<file path="config.mk">
export PLATFORM = sky130hd
export DESIGN_NAME = scard_sniffer
export DESIGN_NICKNAME = d
export VERILOG_FILES = /design/src/rtl/scard_sniff_pkg.sv /design/src/rtl/scard_sync.sv /design/src/rtl/scard_hetu_reg.sv /design/src/rtl/scard_char_rx.sv /design/src/rtl/scard_sniffer.sv
export SDC_FILE = /design/constraint.sdc
export NUM_CORES = 1
export LEC_CHECK = 0
export ABC_AREA = 0
export BUFFER_PORTS_ARGS = -buffer_cell sky130_fd_sc_hd__buf_2
export CAP_MARGIN = 15
export CORE_MARGIN = 4
export CORE_UTILIZATION = 35
export CTS_CLUSTER_SIZE = 25
export DETAILED_ROUTE_END_ITERATION = 8
export PLACE_DENSITY = 0.6
export REMOVE_ABC_BUFFERS = 1
export SETUP_SLACK_MARGIN = 0.2
export SYNTH_ARGS = -nofsm -noshare
export SYNTH_HDL_FRONTEND = slang
export SYNTH_HIERARCHICAL = 1
export SYNTH_SLANG_ARGS = --single-unit
export TNS_END_PERCENT = 50
</file>
<file path="constraint.sdc">
create_clock -name clk -period 4.4 [get_ports clk]
set_clock_uncertainty 0.1 [all_clocks]
set_input_delay 0.88 -clock clk [delete_from_list [all_inputs] [get_ports clk]]
set_output_delay 0.88 -clock clk [all_outputs]
set_load 0.02 [all_outputs]
</file>
<file path="src/rtl/scard_sniff_pkg.sv">
`timescale 1ns/1ps
package scard_sniff_pkg;

    localparam int DATA_W   = 8;
    localparam int FRAME_W  = DATA_W + 1;   // data bits plus parity

    typedef enum logic [1:0] {
        RX_IDLE,
        RX_START,
        RX_BITS,
        RX_GUARD
    } rx_state_e;

    typedef struct packed {
        logic              errsig;
        logic              parity;
        logic [DATA_W-1:0] data;
    } char_rec_t;

endpackage

</file>
<file path="src/rtl/scard_sync.sv">
`timescale 1ns/1ps
module scard_sync #(
    parameter int W      = 3,
    parameter int STAGES = 2
) (
    input  logic         clk,
    input  logic         rst,
    input  logic [W-1:0] d,
    output logic [W-1:0] q
);
    logic [STAGES-1:0][W-1:0] chain;

    always_ff @(posedge clk) begin
        if (rst) begin
            chain <= '0;
        end else begin
            chain[0] <= d;
            for (int s = 1; s < STAGES; s++) begin
                chain[s] <= chain[s-1];
            end
        end
    end

    assign q = chain[STAGES-1];
endmodule

</file>
<file path="src/rtl/scard_hetu_reg.sv">
`timescale 1ns/1ps
module scard_hetu_reg #(
    parameter int HETU_W   = 8,
    parameter int HETU_RST = 186
) (
    input  logic              clk,
    input  logic              rst,
    input  logic              s_rst,
    input  logic              ld,
    input  logic [HETU_W-1:0] ld_val,
    output logic [HETU_W-1:0] hetu,
    output logic              rst_evt,
    output logic              rst_evt_level
);
    localparam logic [HETU_W-1:0] RST_VAL = HETU_W'(HETU_RST);

    logic rst_prev;
    logic rst_rise;

    assign rst_rise = s_rst & ~rst_prev;

    always_ff @(posedge clk) begin
        if (rst) begin
            rst_prev <= 1'b0;
            hetu     <= RST_VAL;
        end else begin
            rst_prev <= s_rst;
            if (rst_rise) begin
                hetu <= RST_VAL;
            end else if (ld) begin
                hetu <= ld_val;
            end
        end
    end

    assign rst_evt       = s_rst ^ rst_prev;
    assign rst_evt_level = s_rst;

    // a session-opening edge restores the default count
    p_hetu_reload_r3: assert property (@(posedge clk) disable iff (rst)
        rst_rise |=> hetu == RST_VAL);

    // an external write lands one cycle later
    p_hetu_write_r4: assert property (@(posedge clk) disable iff (rst)
        (ld && !rst_rise) |=> hetu == $past(ld_val));

    // without a write or reload the count holds
    p_hetu_hold_r4: assert property (@(posedge clk) disable iff (rst)
        (!ld && !rst_rise) |=> $stable(hetu));
endmodule

</file>
<file path="src/rtl/scard_char_rx.sv">
`timescale 1ns/1ps
module scard_char_rx
    import scard_sniff_pkg::*;
#(
    parameter int HETU_W = 8
) (
    input  logic              clk,
    input  logic              rst,
    input  logic              s_rst,
    input  logic              s_clk,
    input  logic              s_io,
    input  logic [HETU_W-1:0] hetu,
    output logic              char_valid,
    output char_rec_t         rec
);
    localparam int CNT_W = HETU_W + 1;
    localparam int IDX_W = $clog2(FRAME_W + 1);
    localparam logic [IDX_W-1:0] LAST_IDX = IDX_W'(FRAME_W - 1);

    rx_state_e          state;
    logic [CNT_W-1:0]   cnt;
    logic [IDX_W-1:0]   bit_idx;
    logic [FRAME_W-1:0] shreg;
    logic               clk_prev;
    logic               io_prev;

    logic               clk_rise;
    logic               io_fall;
    logic [CNT_W-1:0]   half_last;
    logic [CNT_W-1:0]   full_last;

    assign clk_rise  = s_clk & ~clk_prev;
    assign io_fall   = ~s_io & io_prev;
    assign half_last = {1'b0, hetu} - CNT_W'(1);
    assign full_last = {hetu, 1'b0} - CNT_W'(1);

    always_ff @(posedge clk) begin
        if (rst) begin
            state      <= RX_IDLE;
            cnt        <= '0;
            bit_idx    <= '0;
            shreg      <= '0;
            clk_prev   <= 1'b0;
            io_prev    <= 1'b1;
            char_valid <= 1'b0;
            rec        <= '0;
        end else begin
            clk_prev   <= s_clk;
            io_prev    <= s_io;
            char_valid <= 1'b0;
            if (!s_rst) begin
                state <= RX_IDLE;
                cnt   <= '0;
            end else begin
                unique case (state)
                    RX_IDLE: begin
                        if (io_fall) begin
                            state <= RX_START;
                            cnt   <= '0;
                        end
                    end
                    RX_START: begin
                        if (clk_rise) begin
                            if (cnt >= half_last) begin
                                cnt <= '0;
                                if (s_io) begin
                                    state <= RX_IDLE;
                                end else begin
                                    state   <= RX_BITS;
                                    bit_idx <= '0;
                                end
                            end else begin
                                cnt <= cnt + CNT_W'(1);
                            end
                        end
                    end
                    RX_BITS: begin
                        if (clk_rise) begin
                            if (cnt >= full_last) begin
                                cnt            <= '0;
                                shreg[bit_idx] <= s_io;
                                if (bit_idx == LAST_IDX) begin
                                    state <= RX_GUARD;
                                end else begin
                                    bit_idx <= bit_idx + IDX_W'(1);
                                end
                            end else begin
                                cnt <= cnt + CNT_W'(1);
                            end
                        end
                    end
                    RX_GUARD: begin
                        if (clk_rise) begin
                            if (cnt >= full_last) begin
                                cnt        <= '0;
                                state      <= RX_IDLE;
                                char_valid <= 1'b1;
                                rec.data   <= shreg[DATA_W-1:0];
                                rec.parity <= shreg[DATA_W];
                                rec.errsig <= ~s_io;
                            end else begin
                                cnt <= cnt + CNT_W'(1);
                            end
                        end
                    end
                    default: state <= RX_IDLE;
                endcase
            end
        end
    end

    // a low card reset forces the receiver idle
    p_idle_rst_low_r9: assert property (@(posedge clk) disable iff (rst)
        !s_rst |=> state == RX_IDLE);

    // the character strobe never lasts two cycles
    p_single_strobe_r10: assert property (@(posedge clk) disable iff (rst)
        char_valid |=> !char_valid);

    // a character is only delivered out of the guard phase
    p_strobe_after_guard_r8: assert property (@(posedge clk) disable iff (rst)
        char_valid |-> $past(state) == RX_GUARD);

    // a high line at start midpoint drops back to idle with no strobe
    p_glitch_drop_r7: assert property (@(posedge clk) disable iff (rst)
        (state == RX_START && clk_rise && cnt >= half_last && s_io && s_rst)
        |=> (state == RX_IDLE && !char_valid));

    // the bit index never runs past the ninth bit
    p_bit_index_r6: assert property (@(posedge clk) disable iff (rst)
        bit_idx <= LAST_IDX);
endmodule

</file>
<file path="src/rtl/scard_sniffer.sv">
`timescale 1ns/1ps
module scard_sniffer
    import scard_sniff_pkg::*;
#(
    parameter int HETU_W      = 8,
    parameter int HETU_RST    = 186,
    parameter int SYNC_STAGES = 2
) (
    input  logic              clk,
    input  logic              rst,
    input  logic              card_rst_in,
    input  logic              card_clk_in,
    input  logic              card_io_in,
    input  logic              hetu_load,
    input  logic [HETU_W-1:0] hetu_value,
    output logic              char_valid,
    output logic [DATA_W-1:0] char_data,
    output logic              char_parity,
    output logic              char_errsig,
    output logic              rst_evt,
    output logic              rst_evt_level
);
    localparam int N_LINES = 3;

    logic [N_LINES-1:0] raw_lines;
    logic [N_LINES-1:0] sync_lines;
    logic               s_rst;
    logic               s_clk;
    logic               s_io;
    logic [HETU_W-1:0]  hetu;
    char_rec_t          rec;

    assign raw_lines = {card_rst_in, card_clk_in, card_io_in};

    scard_sync #(
        .W      (N_LINES),
        .STAGES (SYNC_STAGES)
    ) u_sync (
        .clk (clk),
        .rst (rst),
        .d   (raw_lines),
        .q   (sync_lines)
    );

    assign s_rst = sync_lines[2];
    assign s_clk = sync_lines[1];
    assign s_io  = sync_lines[0];

    scard_hetu_reg #(
        .HETU_W   (HETU_W),
        .HETU_RST (HETU_RST)
    ) u_hetu (
        .clk           (clk),
        .rst           (rst),
        .s_rst         (s_rst),
        .ld            (hetu_load),
        .ld_val        (hetu_value),
        .hetu          (hetu),
        .rst_evt       (rst_evt),
        .rst_evt_level (rst_evt_level)
    );

    scard_char_rx #(
        .HETU_W (HETU_W)
    ) u_rx (
        .clk        (clk),
        .rst        (rst),
        .s_rst      (s_rst),
        .s_clk      (s_clk),
        .s_io       (s_io),
        .hetu       (hetu),
        .char_valid (char_valid),
        .rec        (rec)
    );

    assign char_data   = rec.data;
    assign char_parity = rec.parity;
    assign char_errsig = rec.errsig;

    // a delivered character comes with reset released
    p_valid_needs_rst_r10: assert property (@(posedge clk) disable iff (rst)
        char_valid |-> $past(s_rst));
endmodule

</file>
# After elaboration in Yosys (flattened, before gate mapping)
# Index checks and enable logic that the tools add are counted.
dict set report totals {
  reg_bits 52
  inputBits 14
  wordCells 86
}
dict set report op_classes {
  addsub 4
  n_lt_le_gt_ge 4
  n_eq_ne 15
  n_mux 27
  n_bitwise 10
  n_reduce_logical 12
}
# operator n
set op_table {}
lappend op_table {{2-to-1 mux 9 bit} 5}
lappend op_table {{one-hot mux 9 bit (3 select lines)} 1}
lappend op_table {{2-to-1 mux 4 bit} 6}
lappend op_table {{greater-or-equal comparator 9 bit} 2}
lappend op_table {{2-to-1 mux 2 bit} 9}
lappend op_table {{!= test 2 x 1 -> 1 bit, second input constant} 9}
lappend op_table {{AND reduction 8 bit} 2}
lappend op_table {{adder 9 x 1 -> 9 bit, second input constant} 1}
lappend op_table {{bitwise mux 9 bit} 1}
lappend op_table {{subtractor 8 x 1 -> 9 bit, second input constant} 1}
lappend op_table {{subtractor 9 x 1 -> 9 bit, second input constant} 1}
lappend op_table {{one-hot mux 2 bit (4 select lines)} 1}
lappend op_table {{one-hot mux 4 bit (2 select lines)} 1}
lappend op_table {{AND reduction 4 bit} 2}
lappend op_table {{NOT 1 bit} 6}
lappend op_table {{OR reduction 2 bit} 3}
lappend op_table {{< comparator 4 x 5 -> 1 bit, second input constant} 1}
lappend op_table {{adder 4 x 1 -> 4 bit, second input constant} 1}
lappend op_table {{demux 1 bit (select 4 bit)} 1}
lappend op_table {{equality test 2 bit, second input constant} 2}
lappend op_table {{equality test 4 bit, second input constant} 1}
lappend op_table {{greater-or-equal comparator 4 x 1 -> 1 bit, second input constant} 1}
lappend op_table {{!= test 2 bit, second input constant} 2}
lappend op_table {{OR reduction 4 bit} 1}
lappend op_table {{8 further kinds} 11}

# Longest topological paths before layout
dict set report depth {
  depth_word 5
  mapped_depth 13
  ltp_nobuf 12
}

# By module
# Netlist, hierarchy kept.
# module instances cells_per_inst area_per_inst_um2
set by_module_without_submodules {}
lappend by_module_without_submodules {scard_char_rx 1 259 2287.2}
lappend by_module_without_submodules {scard_hetu_reg 1 32 342.8}
lappend by_module_without_submodules {scard_sync 1 15 180.2}

# Least setup slack after synthesis
# OpenSTA, ideal clock, no wires.
dict set report synth_timing {
  kind {reg-to-reg}
  from {register u_hetu.hetu[0]}
  to {register u_rx.bit_idx[3]}
  setup_ns 0.070
  t_arrival_ns 2.755
  t_required_ns 4.230
  setup_slack_ns 1.475
  path_stages_with_launch 13
  path_buffers 0
  period_less_slack_ns 2.925
  path_cell_list {dfxtp_1 -> inv_1 -> ha_1 -> xnor2_1 -> ha_1 -> nand2_1 -> o21ai_0 -> o221ai_1 -> and3_1 -> a221oi_2 -> o21bai_2 -> or4_1 -> a21oi_1}
}
dict set report synth_between {
  elab_chain_len 4
  elab_cells_between_ends 7
  cone_classes {add/sub: 2; order compare: 2; eq/ne: 2; reduce/logical: 1}
}
# element line_no
set synth_lines {}
lappend synth_lines {{start: declaration} scard_hetu_reg.sv:11} ;# output logic [HETU_W-1:0] hetu,
lappend synth_lines {{start signal: assignment} scard_hetu_reg.sv:31} ;# hetu <= ld_val;
lappend synth_lines {{subtractor 9 x 1 -> 9 bit / subtractor 8 x 1 -> 9 bit (equally long branches)} {scard_char_rx.sv:35, scard_char_rx.sv:34}}
lappend synth_lines {{greater-or-equal comparator 9 bit (on tied branches)} {scard_char_rx.sv:79, scard_char_rx.sv:64}}
lappend synth_lines {{!= test 2 x 1 -> 1 bit (no source line)} n/a}
lappend synth_lines {{AND reduction 8 bit (no source line) (*)} n/a}
lappend synth_lines {{end signal: assignment} scard_char_rx.sv:85} ;# bit_idx <= bit_idx + IDX_W'(1);
lappend synth_lines {{end: declaration} scard_char_rx.sv:22} ;# logic [IDX_W-1:0] bit_idx;
# Every way passes the cells marked *; elsewhere a longest branch is shown, timed or not.
# A chain may end at the register's enable or synchronous reset.

# Worst setup path after layout
dict set report layout_timing {
  from {register u_hetu.hetu[0]}
  to {register u_rx/rec[9] (netlist name)}
}
dict set report layout_between {
  elab_chain_len 3
}
# element line_no
set layout_lines {}
lappend layout_lines {{subtractor 9 x 1 -> 9 bit} scard_char_rx.sv:35} ;# assign full_last = {hetu, 1'b0} - CNT_W'(1);
lappend layout_lines {{greater-or-equal comparator 9 bit} scard_char_rx.sv:94} ;# if (cnt >= full_last) begin
lappend layout_lines {{AND reduction 4 bit (no source line)} n/a}
# No other way between the ends.

==> flow_results.org <==
** Floorplan
- Number of core rows :: 32
- IO Count :: 27
- The die is 97.6 µm tall.
- The floorplan step defined a die boundary enclosing 0.00953 mm².
- The region available for standard cell placement spans 0.00777 mm².
- The floorplan step set the die width to 97.6 µm.
- Starting density of the core :: 36.2%

** Worst setup path
- Crit path largest cell delay :: about 670 ps
- CP Data Arrival Time :: roughly 3700 ps
- Counting stages on the worst path, the most repeated cell is ha_1.
- Broken down by cell family, the worst path's largest delay share belongs to compound AO/OA/AOI/OAI gates.
- Crit path buf inv count :: 1
- The largest individual stage delay along the critical path comes from the cell a311oi_4.
- In this run the number of cells on the critical path is 12.
- Startpoint type of the worst setup path :: register
- Crit-path cells :: inv_1 > ha_1 > xnor2_1 > ha_1 > o21ai_0 > o21bai_1 > maj3_1 > o221ai_1 > a311oi_4 > o21ai_2 > or2_2 > a21oi_1
- The worst register-to-register path has a depth of 12.
- Largest fanout on the critical path :: 15
- Critical path type :: register to register
- STA puts the critical path data required time at roughly 4500 ps.
- STA classifies the critical path endpoint as a register.

** GRT
- Total Routing Usage GR :: 11.6%
- Via count of the first global-routing pass :: 1,996
- Entering global routing, the biggest net connects 41 pins.
- Initial antenna violation count :: 0
- Summed over all layers, the global routing overflow is 0.
- First-pass GRT wire length :: around 9.4 mm

** CTS
- Maximum level of the CTS H-tree :: 2
- CTS saw 52 sinks.
- Number of buffers created by CTS :: 5
- TritonCTS clock tree :: yes
- Once the clock tree was built, the resizer swapped 0 gates to a different size.
- Clock-pin slew was measured on the worst setup and hold paths at about 100 ps.
- Number of buffers inserted by hold repair at cts :: 0
- Setup repair bufs after CTS :: 0
- For the worst-skew pair, the clock arrives at the later sink with an insertion delay of 310 ps.
- The longest clock path from root to sink contains 2 buffers.
- The tree is rooted in a clkbuf_8.

** Routing
- The routed layout has approximately 2,100 vias.
- Average wire length per cell after detail routing :: 12.9 µm
- Once detail routing completed, the nets flagged for antenna violations numbered 0.
- In the routed layout, each cell is associated on average with a via count of between 4 and 5.
- The final layout contains routed wiring with a total length of roughly 5.4 mm.
- Before antenna repair, the detailed router went through 4 iterations.
- Iter 0 DRT Violations :: between 90 and 100
- Drc violations :: 0

** Synth
- Synthesis instantiated 56 different standard cells from the library.
- Number of enable-type register cells in the synthesized netlist :: 0
- In the synthesized netlist the async set-or-reset flop fraction comes to 0%.
- Summing the areas of all compound-gate instances in the mapped netlist gives between 15 and 20% of the synthesized area.
- Sequential element share of the synthesized area :: a little under two fifths
- Of the total synthesized cell area, the portion taken by full adders, half adders and majority gates is around 6.6%.
- The most used flip-flop cell after synthesis is dfxtp_1.
- Synth warn :: 6
- Area fraction in and, or, nand and nor cells after synthesis :: 22.9%
- Synthesized-area fraction occupied by xor and xnor cells :: 3.03%
- Multiplexer cells account for 10.0% of the synthesized area.
- Mapped Cells :: slightly above 300
- By area, the combinational part of the netlist is dominated by simple AND/OR/NAND/NOR gates.
- Flops & latches, synth :: 52
- Synthesized cell area :: about 0.0028 mm²
- Averaged over all synthesized cells, the footprint is just over 9 µm².

** STA
- Total count of hold-check failures in the final report :: 0
- Setup repair after global routing left no endpoint under its margin.
- Period Utilization, post-route :: between 70% and 80%
- Final-report max-slew violation count :: 0
- Slew HR :: between 40% and 50%
- Setup violations remaining at the end of the flow were counted as 0.
- Final critical-path required period :: ~3500 ps
- Fmax achieved :: about 0.29 GHz
- At the pin with the least slew margin, the transition time is between 700 and 800 ps.
- Setup TNS after final layout :: 0 ps

** Power
- For this design the static power due to leakage is roughly 1.3 nW.
- P_int :: 0.618 mW
- Dividing total power by cell area gives a power density of roughly 270 mW/mm².
- Combinational share of power :: roughly 6.3%
- The clock network burns 34.7% of the power.
- In this run switching power makes up 25.4% of total power.
- Net switching power :: 0.210 mW
- In this run, flip-flops and latches consume between 50% and 60% of the power.
- VDD IR-drop max :: approximately 0.00015 V

** Layout
- Number of fill cells :: about 800
- Layout cell share with drive strength beyond 1 :: between 15 and 20%
- Area of the multi-input gates :: around 0.0016 mm²
- The repair_antennas step left the layout with diodes totalling 0.
- Compared with the post-synthesis result, the final layout area differs by 8.50%.
- Most frequent standard cell in the layout excluding fill and tap cells :: dfxtp_1
- Most frequent cells in the layout :: 52 x dfxtp_1, 33 x nor2_1, 29 x nand2_1
- Cells fill 39.3% of the core in the end.
- Total Nets Final :: around 350
- In the final layout, flip-flops and latches occupy 0.00104 mm².

** Flow run
- Count of max-cap constraint violations :: 0

** Hold path
- Worst Hold Class :: register to register
- Min-Delay Path Depth :: 1

** Place
- Summed over all nets, the half-perimeter wirelength after detailed placement is between 3 and 4 mm.
- The congestion estimate from routability-driven global placement came to 0.817.
- Port Buffer Count :: 26

** Run status
- The flow ran to the end, and the final reports show no timing, DRC or antenna violations.
==> logic make-up (layout without fill, tap and decap cells) <==
family / count (synthesis) / after routing
fa+ha+maj: 15 / 15
xor+xnor: 8 / 8
buf+inv: 29 / 43
mux: 28 / 28
flops: 52 / 52
simple gates: 123 / 123
compound gates: 51 / 51
==> per-layer routing <==
layer	global-route usage (%)	up-vias	routed length, µm
met5	0	-	0
met4	5.32	0	72
met2	17.6	28	2450
met3	2.01	6	153
li1	-	1112	-
met1	16.1	946	2760
==> worst paths after layout <==
kind / start / to / slack (ps)
max: u_hetu/hetu[0] / u_rx/rec[9] / 890
min: u_sync/chain[2] / u_sync/q[2] / 350
max reg2reg: u_hetu/hetu[0] / u_rx/rec[9] / 890
min reg2reg: u_sync/chain[2] / u_sync/q[2] / 350
==> state kept, by name (all words and copies together), names as in the netlist, named ones only <==
name	count
u_rx/rec	10
u_rx/cnt	9
u_rx/shreg	9
u_hetu/hetu	8
u_rx/bit_idx	4
u_sync/chain	3
u_sync/q	3
u_hetu/rst_prev	1
u_rx/char_valid	1
u_rx/clk_prev	1
u_rx/io_prev	1
u_rx/state	1
==> per-stage QoR <==
stage               total power [mW]  cell area (µm²)  cells  hold WS (ps)  setup slack (ps)
global route                   0.864             3050    422           363               597
finish                         0.828             3050    422           347               892
CTS                            0.841             3050    422           354               848
detailed placement             0.552             2950    414           329               885
floorplan                      0.530             2700    286           314              1260
global placement               0.551             2950    414           319               988
==> layout make-up <==
type / count / share of cell area, %
multi-input cells: 225 / 53.2
flip-flops and latches: 52 / 34.1
repair buffers: 26 / 4.27
well taps: 102 / 4.19
clock buffers: 5 / 2.26
inverters: 9 / 1.11
clock inverters: 3 / 0.862
==> synthesized netlist by cell type (2+ instances only) <==
library cell / instances / area (µm²)
a21oi_1: 6 / 30.0
a22o_1: 3 / 26.3
and2_1: 6 / 37.5
and3_1: 5 / 31.3
buf_1: 3 / 11.3
buf_4: 4 / 30.0
buf_6: 3 / 33.8
clkbuf_1: 9 / 33.8
dfxtp_1: 52 / 1040
ha_1: 14 / 175
inv_1: 9 / 33.8
mux2i_1: 27 / 270
nand2_1: 29 / 109
nand2b_1: 7 / 43.8
nand3_1: 7 / 35.0
nor2_1: 33 / 124
nor2b_1: 13 / 81.3
nor3_1: 6 / 30.0
o2111ai_1: 9 / 78.8
o211ai_1: 3 / 22.5
o21ai_0: 4 / 20.0
o21ai_1: 2 / 10.0
o221ai_1: 7 / 61.3
o22ai_1: 2 / 12.5
or2_2: 4 / 25.0
or4_1: 4 / 30.0
xnor2_1: 3 / 26.3
xnor2_2: 2 / 32.5
xor2_1: 3 / 26.3
==> power by group through the flow <==
stage / clock network, mW / logic, mW / registers, mW
2_1_floorplan: 0 / 0.0329 / 0.497
3_3_place_gp: 0 / 0.0512 / 0.499
3_5_place_dp: 0 / 0.0522 / 0.500
4_1_cts: 0.300 / 0.0524 / 0.489
5_1_grt: 0.315 / 0.0588 / 0.491
6_report: 0.287 / 0.0517 / 0.489
Power figures use the tool's default switching activity.
